<file path="config.mk">
export PLATFORM = sky130hd
export DESIGN_NAME = keyed_wdt
export DESIGN_NICKNAME = d
export VERILOG_FILES = /design/src/rtl/keyed_wdt.sv
export SDC_FILE = /design/constraint.sdc
export NUM_CORES = 1
export LEC_CHECK = 0
export BUFFER_PORTS_ARGS = -buffer_cell sky130_fd_sc_hd__buf_2
export CORE_UTILIZATION = 51
export DETAILED_ROUTE_END_ITERATION = 6
export PLACE_DENSITY = 0.7
export SLEW_MARGIN = 20
export SYNTH_ARGS = -nofsm -noshare
export SYNTH_HDL_FRONTEND = slang
export SYNTH_SLANG_ARGS = --single-unit
export TNS_END_PERCENT = 10
</file>
<file path="constraint.sdc">
create_clock -name clk -period 3.1 [get_ports clk]
set_clock_uncertainty 0.1 [all_clocks]
set_input_delay 0.31 -clock clk [delete_from_list [all_inputs] [get_ports clk]]
set_output_delay 0.31 -clock clk [all_outputs]
set_load 0.01 [all_outputs]
</file>
<file path="src/rtl/keyed_wdt.sv">
module keyed_wdt #(
  parameter int BASE_EXP = 3,
  parameter int WIN      = 4
) (
  input  logic       clk,
  input  logic       rst_n,
  input  logic       wr_en,
  input  logic [7:0] wr_data,
  output logic [7:0] rd_data,
  output logic       wdt_rst
);
  localparam int CW = 2 * (BASE_EXP + 7);
  localparam int AW = (WIN > 1) ? $clog2(WIN) : 1;
  localparam logic [7:0] K_KICK = 8'hA5;
  localparam logic [7:0] K_ARM  = 8'hDE;
  localparam logic [7:0] K_STOP = 8'hAD;
  localparam logic [7:0] K_LOCK = 8'hFF;
  localparam logic [CW:0] ONE   = (CW+1)'(1);

  logic          active, locked, armed;
  logic [2:0]    ival;
  logic [AW-1:0] age;
  logic [CW-1:0] cnt;
  logic [CW:0]   lim;

  assign lim = ONE << (2 * (BASE_EXP + int'(ival)));

  wire kick = wr_en && (wr_data == K_KICK);
  wire stop = wr_en && (wr_data == K_STOP) && armed && !locked;
  wire due  = active && !kick && !stop && ({1'b0, cnt} >= (lim - ONE));

  assign rd_data = {3'b000, active, 1'b0, ival};

  always_ff @(posedge clk or negedge rst_n) begin
    if (!rst_n) begin
      active  <= 1'b1;
      locked  <= 1'b0;
      armed   <= 1'b0;
      age     <= '0;
      ival    <= 3'b111;
      cnt     <= '0;
      wdt_rst <= 1'b0;
    end else begin
      wdt_rst <= due;

      if (kick)      active <= 1'b1;
      else if (stop) active <= 1'b0;

      if (kick || stop || !active || due) cnt <= '0;
      else                                cnt <= cnt + CW'(1);

      if (wr_en && (wr_data == K_LOCK)) locked <= 1'b1;
      if (wr_en && !wr_data[7])         ival   <= wr_data[2:0];

      if (wr_en) begin
        armed <= (wr_data == K_ARM);
        age   <= '0;
      end else if (armed) begin
        if (age == AW'(WIN - 1)) armed <= 1'b0;
        else                     age   <= age + AW'(1);
      end
    end
  end
endmodule

</file>
# Word-level counts from Yosys, hierarchy flattened
# Index checks and enable logic that the tools add are counted.
[totals]
regBits = 29
out_inout_bits = 9
elab_cells = 48
inputBits = 11
[op_classes]
n_shift = 1
eq_ne = 6
reduce_logical = 20
n_mux = 9
n_addsub = 4
magnitude_cmp = 1
[ops]
columns = ["cell", "count"]
rows = [
  ["equality test 8 bit, second input constant", 4],
  ["greater-or-equal comparator 20 x 21 -> 1 bit", 1],
  ["left shift 1 x 5 -> 21 bit, first input constant", 1],
  ["subtractor 21 x 1 -> 21 bit, second input constant", 1],
  ["adder 20 x 1 -> 20 bit, second input constant", 1],
  ["2-to-1 mux 20 bit", 1],
  ["logical AND 1 bit", 9],
  ["2-to-1 mux 2 bit", 3],
  ["logical NOT 1 bit", 5],
  ["2-to-1 mux 1 bit", 5],
  ["adder 2 x 3 -> 4 bit, first input constant", 1],
  ["nonzero test 2 bit", 2],
  ["logical OR 1 bit", 3],
  ["adder 2 x 1 -> 2 bit, second input constant", 1],
  ["equality test 2 bit, second input constant", 1],
  ["!= test 2 bit, second input constant", 1],
  ["AND reduction 2 bit", 1],
]

# Longest topological paths before layout
# Gate-level depths: netlist of the first run.
[depth]
word_depth = 9
ltp_mapped = 11
depth_no_buf = 9

# Worst setup path before layout of the first run
# Ideal clock, no wire load.
[synth_path]
kind = "flip-flop to flip-flop"
startpoint = "register ival[1]"
endpoint = "register cnt[15]"
setup_ns = 0.137
synth_period_minus_slack_ns = 2.668
arrival_time_ns = 2.432
path_stages_with_launch = 11
setup_slack_ns = 0.432
n_path_buf = 2
path_cell_list = "dfstp_2 > clkbuf_1 > nor2_1 > mux2_2 > ha_1 > nand4_1 > o221ai_1 > nand2_1 > a31oi_1 > clkbuf_1 > nor3b_1"
[synth_via]
elab_chain_cells = 7
[synth_rtl]
columns = ["item", "line", "rtl"]
rows = [
  ["start: declaration", "21", "logic [2:0] ival;"],
  ["start signal: assignment", "53", "if (wr_en && !wr_data[7]) ival <= wr_data[2:0];"],
  ["adder 2 x 3 -> 4 bit", "26", "assign lim = ONE << (2 * (BASE_EXP + int'(ival)));"],
  ["left shift 1 x 5 -> 21 bit", "26", ""],
  ["subtractor 21 x 1 -> 21 bit", "30", "wire due = active && !kick && !stop && ({1'b0, cnt} >= (lim - ONE));"],
  ["greater-or-equal comparator 20 x 21 -> 1 bit", "30", ""],
  ["logical AND 1 bit", "30", ""],
  ["logical OR 1 bit", "49", "if (kick || stop || !active || due) cnt <= '0;"],
  ["2-to-1 mux 20 bit", "49", ""],
  ["end signal: assignment", "50", "else cnt <= cnt + CW'(1);"],
  ["end: declaration", "23", "logic [CW-1:0] cnt;"],
]
# No other way between the ends.
# A chain may end at the register's enable or synchronous reset.

# Worst setup path in the final report of the first run
[layout_path]
startpoint = "register ival[2]"
endpoint = "register cnt[15]"
# Same word-level chain as after synthesis.

==> flow_results.org, run 1 <==
** Global route
- Via count of the first global-routing pass :: roughly 1500
- Summed over all layers, the global routing overflow is 0.
- Number of antenna violations at the first check in global routing :: 0
- First-pass GRT wire length :: about 6800 um
- Maximum number of pins on one net before global-route repair :: 30
- Global routing used between 20% and 30% of the available tracks across all layers.

** Place
- Routability-driven placement finished with a final weighted congestion of just under 0.9.
- I/O Buffers :: 15
- Once detailed placement completed, the half-perimeter wirelength came to 2940 um.

** Layout
- At the end of the flow, the number of nets in the layout was approximately 280.
- The number of antenna diodes in the final layout is 0.
- Area Overhead vs Synth :: 8.96%
- Fraction of layout instances using a drive strength above 1 :: between 10% and 20%

** CTS
- CTS built an H-tree with a depth of 2.
- CTS Buffer Depth :: 2
- Gates resized during post-CTS repair numbered 0.
- TritonCTS built the clock tree.
- TritonCTS sink count :: 29
- The root buffer cell chosen for the clock tree is clkbuf_8.
- The clock reaches the later pin of the worst-skew pair after 0.28 ns.
- CTS clk-pin slew, worst paths :: 0.06 ns
- Counting the buffers created by CTS gives 5.

** Synthesis
- Xor/xnor share of the synthesized area :: roughly 8.4%
- Summing the areas of all fa, ha and maj instances in the mapped netlist gives roughly 14% of the synthesized area.
- After Yosys synthesis, and, or, nand and nor cells account for a little over a quarter of the synthesized area.
- Post-synth cell types :: 42
- Summing the sequential cell areas from Yosys gives between 30% and 40% of the chip area.
- The mapped netlist covers between 2000 and 2500 sq um.
- The Yosys step of the flow raised 0 warnings.
- Largest family of logic cells by synthesized area :: simple AND/OR/NAND/NOR gates
- Average cell area after synthesis :: 9.01 sq um
- Portion of netlist area occupied by mux cells :: roughly 2.6%
- Complex-gate fraction of the synthesized area :: under 10%
- Instance count of the mapped netlist :: 231
- #FFs+latches synth :: 29

** Timing
- Max-slew violation total from the final report :: 0
- Sum of negative setup slack :: 0 ns
- In this run the tightest slew margin relative to its limit is 55.8%.
- Clock period minus final worst setup slack :: between 2 and 3 ns
- Achievable frequency :: 0.390 GHz
- Final Setup Violations :: 0
- Setup repair after global routing left no endpoint under its margin.
- Dividing the final minimum period by the clock period gives around 83%.
- Final Hold Violating Endpoints :: 0
- Transition at the pin with the smallest max-transition slack :: roughly 0.66 ns

** Worst setup path
- Data on the critical path is required at its endpoint by roughly 3.2 ns.
- R2R Path End :: cnt[15]
- The worst setup path is launched from a flop.
- STA classifies the critical path endpoint as a flop.
- Number of cells on the worst reg-to-reg path :: 10
- The critical path is of the flop to flop type.
- Data arrives at the worst endpoint at around 2.7 ns.
- Setup slack of the worst register-to-register path :: between 0.5 and 0.6 ns
- Critical register-to-register path startpoint :: ival[2]
- In this run the worst path has a maximum fanout of 20.

** Hold path
- In this run the most critical hold path is launched from wr_data[3].
- The path with the worst hold slack has its endpoint at active.
- In this run the worst hold path is classified as input pin to flop.
- Hold Path Cell Cnt :: 2

** Power
- Power per cell area :: 365 nW/um^2
- Max IR drop VDD :: 0.188 mV
- Static Leakage :: approximately 1.1 nW
- Tot Pwr :: around 0.83 mW

** Outcome
- Run status :: finished clean

** Route
- The first detailed-routing pass took 4 iterations.
- The final layout contains routed wiring with a total length of 3980 um.
- Once detail routing completed, the nets flagged for antenna violations numbered 0.
- Summing over every cut layer, the via total after detailed routing is 1632.
- In the final routed layout, each cell accounts on average for around 13 um.
- Routed via count divided by cell count :: around 5.5
- # DRC :: 0
- Detailed router's first-iteration violation count :: 80

** Flow run
- Max-cap violations :: 0

** Die
- Measured along the y axis, the die boundary spans 65.9 um.
- Die Wd :: ~66 um
- The floorplan has 22 rows.
- For this configuration, the core starts out at a cell density of a little over half.
- Pin placement for this block handled 20 I/O pins.
- The region available for standard cell placement spans around 3800 sq um.
- The floorplan step defined a die boundary enclosing between 4000 and 5000 sq um.
[cells in the final DEF, fill, tap and decap left out, types with 6 or more instances in the layout]
cell     Yosys  final
nand2_1     30     30
nand4_1     11     11
nand3_1      7      7
ha_1        23     23
o21ai_0      6      6
nor2_1      25     25
xnor2_1      9      9
xor2_1      11     11
inv_1        8      8
buf_2        1     15
a21oi_1      8      8
dfrtp_1     25     25
nor3_1       7      7
conb_1       2      8
[cell usage after synthesis]
library cell  instances  area [sq um]
nand2_1              30           113
dfrtp_1              25           626
nor2_1               25          93.8
ha_1                 23           288
nand4_1              11          68.8
xor2_1               11          96.3
xnor2_1               9          78.8
a21oi_1               8          40.0
inv_1                 8          30.0
clkbuf_1              7          26.3
nand3_1               7          35.0
nor3_1                7          35.0
o21ai_0               6          30.0
buf_4                 5          37.5
nand2b_1              5          31.3
dfstp_2               4           105
mux2_2                4          45.0
nor3b_1               4          30.0
and4_1                3          26.3
a211oi_1              2          15.0
a21o_1                2          15.0
conb_1                2          7.51
nor4_1                2          12.5
o221ai_1              2          17.5
or3_1                 2          12.5
a311oi_1              1          8.76
a31o_2                1          8.76
a31oi_1               1          6.26
a32oi_1               1          8.76
and2_1                1          6.26
and3_1                1          6.26
and4_2                1          10.0
buf_2                 1          5.00
mux2i_1               1          10.0
nand3_2               1          10.0
nand4_2               1          12.5
nand4_4               1          21.3
nor3_4                1          16.3
nor3b_2               1          12.5
o21a_1                1          7.51
o22ai_1               1          6.26
or3b_1                1          8.76
[sequential cells by signal, indices dropped and copies added (netlist names)]
signal and count:
cnt 20, ival 3, age 2, active 1
armed 1, locked 1, wdt_rst 1
[through the flow]
step	std cells	utilization, %	cell area [sq um]	setup slack, ns	hold slack [ns]
4_1_cts	297	59.7	2270	0.551	0.106
2_1_floorplan	237	-	2100	0.432	-0.0856
6_report	297	59.7	2270	0.535	0.120
3_3_place_gp	288	57.3	2180	0.678	0.281
3_5_place_dp	288	57.3	2180	0.578	0.285
5_1_grt	297	59.7	2270	0.332	0.147
[cells by family (layout without fill, tap and decap cells)]
logic type               count (synthesis)  after routing
AO/OA/AOI/OAI                           26             26
XOR/XNOR                                20             20
adder cells (fa/ha/maj)                 23             23
buffers and inverters                   21             33
flip-flops                              29             29
multiplexers                             5              5
other                                    2              8
AND/OR/NAND/NOR                        105            105
[repair_timing]
| item | 4_1_cts | 5_1_grt |
|---|---|---|
| hold buffers | 1 | 0 |
| buffers inserted | 0 | 0 |
| hold endpoints to repair | 25 | 0 |
[where the power goes]
group	leakage (nW)	switching, mW	internal, mW
logic	0.714	0.0699	0.0496
registers	0.391	0.0186	0.394
clock network	0.0395	0.136	0.159
[how the worst max path moves through the flow]
| stage | cells after the start | slack, ns | startpoint | endpoint |
|---|---|---|---|---|
| floorplan | 10 | 0.43 | ival[1] | cnt[15] |
| global placement | 9 | 0.68 | ival[1] | cnt[15] |
| detailed placement | 10 | 0.58 | ival[2] | cnt[17] |
| CTS | 10 | 0.55 | ival[2] | cnt[15] |
| global route | 10 | 0.33 | ival[2] | cnt[18] |
| finish | 10 | 0.53 | ival[2] | cnt[15] |
[layout make-up]
class | instances | area [sq um]
Inverter | 8 | 30.0
Clock buffer | 8 | 80.1
Timing Repair Buffer | 17 | 92.6
Tap cell | 48 | 60.1
Sequential cell | 29 | 731
Fill cell | 344 | 1530
Multi-Input combinational cell | 187 | 1270
[critical path: stages (launching register included)]
cell      delay, ns
dfstp_2        0.62
inv_1          0.09
nor2_1         0.20
nand2_1        0.09
ha_1           0.30
a21oi_1        0.14
o221ai_1       0.14
nor3_1         0.25
a31oi_1        0.12
buf_4          0.23
nor3b_1        0.21
[per-layer routing]
layer	GRT usage [%]	wire length [um]
met3	4.14	101
met4	7.88	46
met5	0	0
met1	29.8	2150
met2	30.7	1690
Power figures use the tool's default switching activity.
==> run 2, diff against run 1 <==
==> constraint.sdc (replaced) <==
create_clock -name clk -period 2.4 [get_ports clk]
set_clock_uncertainty 0.1 [all_clocks]
set_input_delay 0.24 -clock clk [delete_from_list [all_inputs] [get_ports clk]]
set_output_delay 0.24 -clock clk [all_outputs]
set_load 0.01 [all_outputs]
==> run 2 against run 1 <==
Effect of this change:
- the flow now finishes with violations (negative setup slack)
- die area stayed put
- worst hold slack worse by 0.083 ns
- maximum frequency is 5.4% higher
- register-to-register slack worse by 0.57 ns
- critical path type unchanged
- cell count is 5.4% higher
- critical endpoint is now cnt[19]
- routed wire length is 14% higher
- critical path depth stayed put
- highest routed layer unchanged
- via count is 5.1% higher
- clock power is 73% higher
- total power is 55% higher
- core utilization is 8.7 points higher
- combinational power is 100% higher
==> flow_results.org, run 2 (synthesis results as in run 1) <==
** Power
- Proportion of power drawn by the clock network :: between 30% and 40%
- Summed over all nets, the switching power comes to about 0.35 mW.
- Per report_power, the sequential group accounts for between 40% and 50% of the total.
- Summed over all cells, the static leakage comes to between 1 and 1.5 nW.
- For this design the ratio of total power to cell area is 493 nW/um^2.
- VDD sags by at most just under 0.4 mV.
- Internal power comes to 0.932 mW.
- Of the total power, combinational logic draws 18.7%.
- Proportion of total power due to net switching :: between 20% and 30%
- Total power for the finished layout comes to approximately 1.3 mW.

** Route
- Detailed router's first-iteration violation count :: between 50 and 60
- Antenna-violating nets left :: 0
- Detailed-route via count :: between 1500 and 2000
- Routed via count divided by cell count :: between 5 and 6
- Dividing the detail-routed wire length by the instance count gives between 10 and 15 um.
- For this run, the detailed router's first-pass iteration total came to 4.
- Total Routed Length :: 4540 um
- For this run, design rule violations remaining after detail routing come to 0.

** Worst setup path
- Crit end category :: flop
- STA puts the critical path data required time at 2.51 ns.
- The worst setup path is of the flop to flop kind.
- Startpoint of the most critical setup path :: ival[1]
- For the worst setup path, the data arrival time is 2.54 ns.
- In this run the critical register-to-register path is launched from ival[1].
- In this run the worst path has a maximum fanout of 8.
- Measured in cells, the most critical reg-to-reg path has a length of 10.
- Startpoint kind of the worst setup timing path :: flop

** Layout
- Area Overhead vs Synth :: 24.8%
- Final cell utilization of the core :: 68.3%
- Most common cell after layout, fill and taps aside :: nand2_1
- The repair_antennas step left the layout with diodes totalling 0.
- More flip-flops sit in one register than any other, and that register is cnt.
- Biggest registers after layout :: cnt x20, ival x3, age x2
- Cells with a size suffix above 1 make up between 20% and 30% of the layout.
- In the layout the commonest cells are nand2_1 (28), dfrtp_1 (25), nor2_1 (24), ha_1 (19), buf_2 (15).
- The register with the most flip-flops in the layout has 20 of them.
- The net count of the finished layout is 298.
- Fill cells in the final layout number around 290.

** Global route
- Number of antenna violations at the first check in global routing :: 0
- Global Route Usage Sum :: 22.8%
- Entering global routing, the biggest net connects 30 pins.
- The via count of the first global-routing pass is roughly 1600.
- The first global-routing pass estimated approximately 7300 um of wire.
- For this run the aggregate overflow at the end of global routing stands at 0.

** CTS
- The root buffer cell chosen for the clock tree is clkbuf_8.
- H-tree depth :: 2
- TritonCTS clock tree :: built
- CTS Buffer Depth :: 2
- Clock-pin slew was measured on the worst setup and hold paths at about 0.070 ns.
- TritonCTS sink count :: 29
- The later pin in the worst-skew pair is clocked with a latency of ~0.28 ns.
- Number of CTS-inserted buffers :: 5

** Hold path
- The worst hold path begins at wr_data[3].
- Hold Path Cell Cnt :: 2
- The tightest min-delay check is of the input pin to flop type.

** Timing
- Max-slew violation total from the final report :: 0
- Final Hold Violating Endpoints :: 0
- Setup violations remaining at the end of the flow were counted as 14.
- On the final layout, the worst hold slack is 0.0368 ns.
- Measured against its own limit, the worst slew margin works out to a little under three fifths.
- For this run, the top clock speed supported by timing is 0.411 GHz.
- After layout, the worst setup slack is -0.0329 ns.
- Transition at the pin with the smallest max-transition slack :: around 0.67 ns
- The final critical path takes up 101% of the cycle.
- Setup repair after global routing could not meet its margin everywhere.
- Clock period minus final worst setup slack :: roughly 2.4 ns
- Sum of negative setup slack :: -0.125 ns

** Die
- The initialized floorplan defines 22 standard-cell rows.
- Die height :: around 66 um
- Die Wd :: 65.9 um
- Io pins :: 20
- Die area :: 4340 sq um
- The floorplan step defined a core boundary enclosing ~3800 sq um.
- Starting density of the core :: between 50% and 60%

** Outcome
- The flow ran to the end, but the final reports show violations.
- Violated checks :: negative setup slack

** Place
- Final estimated routing congestion in global placement :: 0.827
- The wire-length estimate of the detail-placed layout is 3140 um.
- I/O Buffers :: 15

** Flow run
- Max-cap violations :: 0
## run 2: changes by cell type in the layout (fill, tap and decap cells not counted), sizes merged
cell      delta
clkinv       +1
clkbuf       -3
bufinv       +1
clkinvlp     +1
buf         +16
## run 2: final timing paths
kind / endpoint / slack, ns
max: cnt[19] / -0.03
max in group asynchronous: locked / 1.34
min reg2reg: locked / 0.37
min in group asynchronous: cnt[1] / 0.43
max reg2reg: cnt[19] / -0.03
min: active / 0.04
## run 2: layout make-up
class | instances | area [sq um] | area share, %
timing repair buffer | 33 | 224 | 8.63
clock inverter | 3 | 46.3 | 1.78
clock buffer | 5 | 68.8 | 2.65
tap | 48 | 60.1 | 2.31
sequential | 29 | 731 | 28.1
multi-input combinational | 187 | 1440 | 55.3
inverter | 8 | 30.0 | 1.16
## run 2: worst max-delay path: stages (launching register included)
cell and delay [ns]:
dfstp_2 0.62, nor2_1 0.06, nor2_1 0.16, nand2_1 0.12
ha_4 0.25, a21oi_4 0.16, o221ai_2 0.15, nor3_4 0.26
a31oi_4 0.16, buf_6 0.17, nor3b_2 0.16
## run 2: what timing repair did
item	CTS	global route
hold buffers	1	0
pin swaps	3	19
buffers inserted	2	2
endpoints found under the hold margin	25	0
endpoints found under the setup margin	15	20
resized for setup	9	26
cloned	1	1
## run 2: metal layers
layer | wire length [um] | part of all wire [%] | GRT usage [%]
met2 | 2070 | 46 | 35.1
met1 | 2250 | 50 | 31.8
met5 | 0 | 0 | 0
met3 | 150 | 3.3 | 4.83
met4 | 63 | 1.4 | 7.07
## run 2: through the flow
stage                     std cells  cell area, sq um  setup slack [ns]
final                           313              2600           -0.0329
after global routing            313              2600            -0.179
after CTS                       310              2440           -0.0154
after detailed placement        298              2250           -0.0465
after global placement          298              2250           -0.0167
after floorplan                 237              2120          0.000793
## run 2: power groups by stage
stage | logic, mW | clock network [mW] | registers [mW]
2_1_floorplan | 0.127 | 0 | 0.527
3_3_place_gp | 0.186 | 0 | 0.537
3_5_place_dp | 0.188 | 0 | 0.538
4_1_cts | 0.199 | 0.517 | 0.529
5_1_grt | 0.264 | 0.546 | 0.532
6_report | 0.239 | 0.511 | 0.529
